## config.mk

```make
export PLATFORM = sky130hd
export DESIGN_NAME = avg_sequencer
export DESIGN_NICKNAME = d
export VERILOG_FILES = /design/src/rtl/avg_sequencer.sv
export SDC_FILE = /design/constraint.sdc
export NUM_CORES = 1
export LEC_CHECK = 0
export ABC_AREA = 0
export BUFFER_PORTS_ARGS = -buffer_cell sky130_fd_sc_hd__buf_4
export CORE_MARGIN = 3
export CORE_UTILIZATION = 58
export DETAILED_ROUTE_END_ITERATION = 10
export GPL_TIMING_DRIVEN = 0
export MAX_ROUTING_LAYER = met4
export PLACE_DENSITY = 0.8
export SLEW_MARGIN = 20
export SYNTH_ARGS = -nofsm -noshare
export SYNTH_HDL_FRONTEND = slang
export SYNTH_SLANG_ARGS = --single-unit
```

## constraint.sdc

```tcl
create_clock -name clk -period 4.6 [get_ports clk]
set_input_delay 0.23 -clock clk [delete_from_list [all_inputs] [get_ports clk]]
set_output_delay 0.23 -clock clk [all_outputs]
set_load 0.01 [all_outputs]
```

## src/rtl/avg_sequencer.sv

```systemverilog
module avg_sequencer #(
  parameter int NR = 64,
  parameter int PRT_W = 16,
  parameter int TW_W = 4,
  localparam int AW = $clog2(NR),
  localparam int LEN_W = AW + 1,
  localparam int NA_W = $clog2(NR / 2 + 1)
) (
  input  logic             clk,
  input  logic             rst_n,
  input  logic             start,
  input  logic [NA_W-1:0]  cfg_navg,
  input  logic [PRT_W-1:0] cfg_prt,
  input  logic [TW_W-1:0]  cfg_trig_w,
  input  logic [LEN_W-1:0] cfg_len,
  output logic             trig,
  output logic             run_win,
  output logic             scan_win,
  output logic             acq_win,
  output logic [NA_W-1:0]  scan_idx,
  output logic [AW-1:0]    acc_addr,
  output logic             rd_en,
  output logic [AW-1:0]    rd_addr,
  output logic             ready,
  output logic             cfg_err
);

  localparam int SW = AW + 2;
  localparam int CW = PRT_W + 1;

  typedef enum logic [2:0] {S_IDLE, S_TRIG, S_ACQ, S_WAIT, S_NEXT, S_READ, S_DONE} st_t;

  st_t              st_q;
  logic [PRT_W-1:0] tick_q, prt_q;
  logic [AW-1:0]    c_q;
  logic [NA_W-1:0]  scan_q, navg_q;
  logic [TW_W-1:0]  tw_q;
  logic [LEN_W-1:0] len_q;
  logic             err_q;

  logic cfg_ok;
  assign cfg_ok = (cfg_navg != '0) && (cfg_navg <= NA_W'(NR / 2)) &&
                  (cfg_trig_w != '0) &&
                  (cfg_len != '0) && (cfg_len <= LEN_W'(NR)) &&
                  (CW'(cfg_prt) >= CW'(cfg_trig_w) + CW'(cfg_len) + CW'(1));

  logic             last_c;
  logic [SW-1:0]    acc_sum, rd_sum;
  assign last_c  = (c_q == AW'(len_q - LEN_W'(1)));
  assign acc_sum = SW'({scan_q, 1'b0}) + SW'(c_q);
  assign rd_sum  = SW'({navg_q, 1'b0}) + SW'(c_q);

  always_ff @(posedge clk) begin
    if (!rst_n) begin
      st_q   <= S_IDLE;
      tick_q <= '0;
      c_q    <= '0;
      scan_q <= '0;
      err_q  <= 1'b0;
      navg_q <= '0;
      prt_q  <= '0;
      tw_q   <= '0;
      len_q  <= '0;
    end else begin
      case (st_q)
        S_IDLE, S_DONE: if (start) begin
          if (cfg_ok) begin
            navg_q <= cfg_navg;
            prt_q  <= cfg_prt;
            tw_q   <= cfg_trig_w;
            len_q  <= cfg_len;
            tick_q <= '0;
            c_q    <= '0;
            scan_q <= '0;
            err_q  <= 1'b0;
            st_q   <= S_TRIG;
          end else begin
            err_q <= 1'b1;
            st_q  <= S_IDLE;
          end
        end
        S_TRIG: begin
          tick_q <= tick_q + PRT_W'(1);
          if (tick_q == PRT_W'(tw_q) - PRT_W'(1)) st_q <= S_ACQ;
        end
        S_ACQ: begin
          tick_q <= tick_q + PRT_W'(1);
          if (last_c) begin
            c_q  <= '0;
            st_q <= (tick_q == prt_q - PRT_W'(2)) ? S_NEXT : S_WAIT;
          end else begin
            c_q <= c_q + AW'(1);
          end
        end
        S_WAIT: begin
          tick_q <= tick_q + PRT_W'(1);
          if (tick_q == prt_q - PRT_W'(2)) st_q <= S_NEXT;
        end
        S_NEXT: begin
          tick_q <= '0;
          c_q    <= '0;
          if (scan_q == navg_q - NA_W'(1)) begin
            st_q <= S_READ;
          end else begin
            scan_q <= scan_q + NA_W'(1);
            st_q   <= S_TRIG;
          end
        end
        S_READ: begin
          if (last_c) st_q <= S_DONE;
          else        c_q  <= c_q + AW'(1);
        end
        default: st_q <= S_IDLE;
      endcase
    end
  end

  assign trig     = (st_q == S_TRIG);
  assign acq_win  = (st_q == S_ACQ);
  assign scan_win = (st_q == S_TRIG) || (st_q == S_ACQ) || (st_q == S_WAIT);
  assign run_win  = scan_win || (st_q == S_NEXT);
  assign rd_en    = (st_q == S_READ);
  assign ready    = (st_q == S_DONE);
  assign cfg_err  = err_q;
  assign scan_idx = scan_q;
  assign acc_addr = (acc_sum >= SW'(NR)) ? AW'(acc_sum - SW'(NR)) : AW'(acc_sum);
  assign rd_addr  = (rd_sum >= SW'(NR)) ? AW'(rd_sum - SW'(NR)) : AW'(rd_sum);

  assert_busy_ignore_R2: assert property (@(posedge clk) disable iff (!rst_n)
    (scan_win && start) |=> run_win);

  assert_err_blocks_R3: assert property (@(posedge clk) disable iff (!rst_n)
    cfg_err |-> !run_win && !rd_en);

  assert_acq_follows_R5: assert property (@(posedge clk) disable iff (!rst_n)
    $fell(trig) |-> acq_win);

  assert_scan_stable_R8: assert property (@(posedge clk) disable iff (!rst_n)
    (scan_win && $past(scan_win)) |-> scan_idx == $past(scan_idx));

  assert_acc_first_R9: assert property (@(posedge clk) disable iff (!rst_n)
    $rose(acq_win) |-> acc_addr == AW'({scan_idx, 1'b0}));

  assert_rd_first_R10: assert property (@(posedge clk) disable iff (!rst_n)
    $rose(rd_en) |-> int'(rd_addr) == (2 * int'(scan_idx) + 2) % NR);

  assert_rd_step_R10: assert property (@(posedge clk) disable iff (!rst_n)
    (rd_en && $past(rd_en)) |->
      int'(rd_addr) == (int'($past(rd_addr)) + 1) % NR);

  assert_ready_hold_R11: assert property (@(posedge clk) disable iff (!rst_n)
    (ready && !start) |=> ready);

endmodule

```

After elaboration in Yosys (flattened, before gate mapping)
Cells that the tools add are included.

word-level totals
  register bits = 64
  input port bits = 36
  output and inout port bits = 25
  word-level logic and storage cells = 90

cells by class
  add/sub/neg operators = 13
  magnitude comparators = 5
  eq/ne operators = 18
  muxes and demuxes = 22
  reductions and logical operators = 23

operator list
  kind                                                                   number
  16-bit case mux with 3 select lines                                    1
  6-bit 2-to-1 mux                                                       7
  16-bit == test                                                         2
  16-bit 2-to-1 mux                                                      2
  6-bit case mux with 4 select lines                                     1
  6-bit by 1-bit subtractor with 6-bit output, second input constant     4
  3-bit 2-to-1 mux                                                       7
  3-bit case mux with 6 select lines                                     1
  16-bit by 1-bit adder with 16-bit output, second input constant        1
  7-bit by 6-bit adder with 8-bit output                                 2
  16-bit by 9-bit >= comparator with 1-bit output                        1
  8-bit by 7-bit >= comparator with 1-bit output, second input constant  2
  16-bit by 2-bit subtractor with 16-bit output, second input constant   1
  6-bit by 1-bit adder with 6-bit output, second input constant          2
  6-bit == test                                                          2
  6-bit case mux with 2 select lines                                     1
  2-bit inequality test, second input constant                           5
  8-bit by 1-bit adder with 9-bit output, second input constant          1
  3-bit == test, second input constant                                   3
  4-bit by 7-bit adder with 8-bit output                                 1
  4-bit AND reduction                                                    2
  4-bit nonzero test                                                     2
  7-bit <= comparator, second input constant                             1
  7-bit nonzero test                                                     1
  17 further kinds                                                       28

Logic depth before layout (Yosys ltp)
  depth in word-level cells = 9
  mapped depth = 19
  depth with buffers taken out = 17

Least setup slack after synthesis
OpenSTA, ideal clock, no wires.

  kind = input to register
  start = input port cfg_trig_w[0]
  end = register scan_q[3] (netlist: scan_idx[3])
  library setup time = 70 ps
  data arrival time = 3213 ps
  required time = 4530 ps
  path slack = 1317 ps
  stages = 15
  path buffers = 0
  cells stage by stage = inv_1 -> ha_1 -> fa_1 -> nor2b_1 -> o21ai_0 -> nand2b_1 -> nand3_1 -> xor2_1 -> ha_1 -> o2111ai_1 -> a211oi_4 -> nand2_1 -> a2111o_1 -> or3_1 -> a21oi_1

between the ends
  word-level cells in the longest chain between the ends = 7
  elaborated cells between the ends (all ways) = 10
  classes of those cells = 2 x add/sub; 1 x order compare; 1 x eq/ne; 6 x reduce/logical

RTL lines
  item                                                                                     RTL line  source
  start, declared                                                                          14        input logic [TW_W-1:0] cfg_trig_w,
  branches (longest 4 deep; another with 16-bit by 9-bit >= comparator with 1-bit output)  -
  1-bit logical AND *                                                                      44        (cfg_len != '0) && (cfg_len <= LEN_W'(NR)) &&
  2-bit inequality test (no line) *                                                        -
  4-bit AND reduction (no line) *                                                          -
  end signal, assigned                                                                     105       scan_q <= scan_q + NA_W'(1);
  end, declared                                                                            36        logic [NA_W-1:0] scan_q, navg_q;

Every way passes the cells marked *.
A chain may end at the register's enable or synchronous reset.

Worst setup path after layout
  start = input port cfg_trig_w[0]
  end = register scan_q[4] (netlist: scan_idx[4])

The elaborated chain is that of the path after synthesis.

==> flow_summary_export.csv <==
group,metric,value,unit
run_status,outcome,"finished, final reports clean",
clock_tree,cts_root_buf,"clkbuf_8",
floorplanning,die_h,93.71,um
synthesis,ys_warn_count,0,
global_routing,grt_pass1_vias,3940,
synthesis,synth_fp_nets,613,
worst_setup_path,reg2reg_to,"c_q[1]",
clock_tree,clkLatencyLatePin,0.35,ns
floorplanning,io_pins,61,
final_layout,drive_above_1_share,13.25,%
worst_setup_path,r2r_start,"len_q[0]",
worst_setup_path,crit_slowest_cell,"nor4_1",
worst_setup_path,path_delay_family,"simple AND/OR/NAND/NOR gates",
clock_tree,clkTransAtPathRegs,0.07,ns
sta,finalClockSkew,0.008268,ns
synthesis,ys_seq_area_share,28.72,%
final_layout,area_delta_synth_final,16.29,%
synthesis,syn-mean-instance-area,8.157,sq um
floorplanning,start_util,60.54,%
sta,post-route-period-util,82.39,%
sta,max_freq,263.9,MHz
sta,worst_pin_slew,0.8204,ns
min_path,hold_path.class,"in -> reg",
worst_setup_path,crit_cells,19,
worst_setup_path,crit_type,"in -> reg",
global_routing,track_usage,26.76,%
final_layout,fin_cells,718,
worst_setup_path,start_kind,"input port",
synthesis,synth_cells,547,
clock_tree,postCtsHoldBufs,0,
clock_tree,cts_buffers,9,
worst_setup_path,path_max_fanout,10,
synthesis,synth_area,4462,sq um
worst_setup_path,ff2ff_path_depth,10,
final_layout,nets,683,
sta,grt_setup_unrepaired,"no",
synthesis,synth-edff-count,0,
synthesis,synth_seq_cells,64,
drt,routedWlPerCell,15.17,um
place,place_hpwl,8564,um
global_routing,grt_max_degree,11,
sta,slew_viol_final,0,
flow_run,drv_cap,0,
global_routing,grt_remaining_overflow,0,
floorplanning,die_x,93.71,um
final_layout,fillers,622,
place,port_buffers,59,
drt,vias,4082,
worst_setup_path,crit_buf_inv,4,
place,numPlacedInstances,705,
sta,final-hold-violation-count,0,
clock_tree,ctsResizeCount,0,
clock_tree,cts_tree,"done",
clock_tree,htreeDepth,3,
worst_setup_path,reg2reg_setup_slack,1.66,ns
sta,min_period,3.790,ns
power,power_density,275.1,nW/um^2
synthesis,async_flop_share,0,%
synthesis,synthFlopType,"dfxtp_1",
sta,whs,0.1437,ns
final_layout,diodes,0,
drt,drtIter0Drc,228,
power,peakVddDrop,0.0001712,V
worst_setup_path,path_cells,"buf_4 > inv_1 > ha_1 > fa_1 > nor2b_1 > o21ai_0 > nand2b_1 > nand3_1 > xor2_1 > ha_1 > a211oi_1 > nand2_1 > nor4_1 > a211oi_4 > nand2_1 > buf_2 > clkbuf_1 > nand2_1 > a21oi_1",
sta,slew-limit-headroom,44.89,%
clock_tree,cts_sinks,64,
worst_setup_path,cp_common_cell,"nand2_1",
drt,drc_errors,0,
global_routing,antenna_found_initial,0,
drt,dr.pass1.iters,4,
drt,antenna_left,0,
global_routing,grt_pass1_wl,18260,um
drt,viasPerCell,5.685,
clock_tree,cts_setup_buffers,0,
floorplanning,core,7370,sq um
floorplanning,std_cell_rows,31,
sta,setup_viol,0,
worst_setup_path,cp_data_required_time,4.87,ns
synthesis,synth.distinct_cells,53,
worst_setup_path,critPathArrivalTime,4.06,ns
sta,finalSetupTns,0,ns
power,p_leak,2.332,nW
clock_tree,clockBufferDepth,2,
drt,drt_wl_total,10890,um
worst_setup_path,cpPeakStageDelay,0.53,ns
worst_setup_path,cp-end-kind,"flop",
floorplanning,die_area,8782,sq um
place,place.gp.congestion,0.8761,
worst_setup_path,critPathLaunch,"cfg_trig_w[0]",
worst_setup_path,cp-endpoint,"scan_idx[4]",
[per-stage QoR]
step | power [mW] | worst slack (ns) | cell area, sq um | util, %
after global routing | 1.502 | 0.4956 | 5189 | 70.41
after CTS | 1.430 | 0.8454 | 5189 | 70.41
final | 1.427 | 0.8103 | 5189 | 70.41
after global placement | 0.9982 | 0.5223 | 5029 | 68.23
after floorplan | 0.8877 | 1.317 | 4462 | -
after detailed placement | 1.013 | 0.4846 | 5029 | 68.23
[where the power goes]
part	total (mW)	switching (mW)	internal, mW
Combinational	0.401	0.224	0.177
Sequential	0.603	0.0255	0.578
Clock	0.423	0.207	0.215
[cell usage after synthesis, types with 3 or more instances]
cell type / n / area share (%)
nor2b_1: 36 / 5.0
nand3_1: 21 / 2.4
a21o_1: 5 / 0.84
o21a_1: 4 / 0.67
nand2_1: 35 / 2.9
ha_1: 27 / 7.6
or4_1: 4 / 0.67
nor3_1: 24 / 2.7
or3_1: 9 / 1.3
fa_1: 3 / 1.3
nand2b_1: 6 / 0.84
a211oi_1: 3 / 0.50
o21ai_0: 22 / 2.5
mux2i_1: 32 / 7.2
and3_1: 3 / 0.42
o31ai_1: 3 / 0.50
clkbuf_1: 20 / 1.7
nor4_1: 8 / 1.1
dfxtp_1: 64 / 29
a31oi_1: 4 / 0.56
o21bai_1: 3 / 0.50
and2_1: 8 / 1.1
nor2_1: 42 / 3.5
inv_1: 31 / 2.6
xnor2_1: 42 / 8.2
xor2_1: 24 / 4.7
a21oi_1: 23 / 2.6
nand4_1: 9 / 1.3
buf_2: 3 / 0.34
[layer usage]
metal  GRT usage, %  part of all wire (%)  vias to the layer above
met2          43.05                    47                      108
met3          4.167                   5.0                       15
met1          34.82                    46                     1924
met5              -                     0                        -
li1               -                     -                     2035
met4          8.183                   1.7                        0
[state kept, by name (all words and copies together) (netlist names)]
signal / flops
cfg_err: 1
tw_q: 4
scan_idx: 6
prt_q: 16
len_q: 6
navg_q: 6
c_q: 6
st_q: 3
tick_q: 16
[worst register-to-register path, cell delays in order (launching register included)]
cell,delay (ns)
dfxtp_1,0.41
inv_1,0.07
ha_1,0.25
o21ba_2,0.21
a221oi_1,0.29
a41oi_1,0.09
nor3_1,0.67
a21oi_1,0.14
o21bai_1,0.31
and3_1,0.26
o21a_1,0.16
[cell usage in the layout (no fill, tap or decap), types with 6 or more instances in the layout]
master    synthesis  layout
inv_1            31      31
nor2_1           42      42
clkbuf_1         20      21
nand2b_1          6       6
mux2i_1          32      32
nor3_1           24      24
xor2_1           24      24
o21ai_0          22      22
xnor2_1          42      42
nand2_1          35      35
nand4_1           9       9
nor4_1            8       8
clkbuf_8          0      11
or3_1             9       9
dfxtp_1          64      64
ha_1             27      27
a21oi_1          23      23
buf_4             2      61
and2_1            8       8
nor2b_1          36      36
nand3_1          21      21
[worst min-delay path by stage]
stage | start | end | slack, ns | cells past startpoint
after global routing | cfg_navg[1] | navg_q[1] | 0.16 | 3
after detailed placement | cfg_err | cfg_err | 0.48 | 2
final | cfg_prt[9] | prt_q[9] | 0.14 | 3
after CTS | cfg_prt[9] | prt_q[9] | 0.14 | 3
after floorplan | cfg_len[2] | len_q[2] | 0.40 | 2
after global placement | cfg_err | cfg_err | 0.46 | 2
[kinds of logic after synthesis]
| kind of cell | synth area share [%] |
|---|---|
| xor gates and xnor gates | 12.96 |
| and+or+nand+nor | 24.40 |
| buffers and inverters | 5.047 |
| AOI/OAI and AO/OA | 12.79 |
| DFF | 28.72 |
| adders and majority gates | 8.918 |
| muxes | 7.179 |
[layout make-up]
class	instances	area, sq um	share of cell area (%)
plain buffers	26	108.9	2.098
clock buffers	12	155.1	2.990
clock inverters	1	5.005	0.09646
inverters	31	116.4	2.243
multi-input cells	426	2955	56.96
flip-flops and latches	64	1281	24.69
well taps	99	123.9	2.387
repair buffers	59	442.9	8.536
No activity file was read; power rests on OpenSTA's default activity.
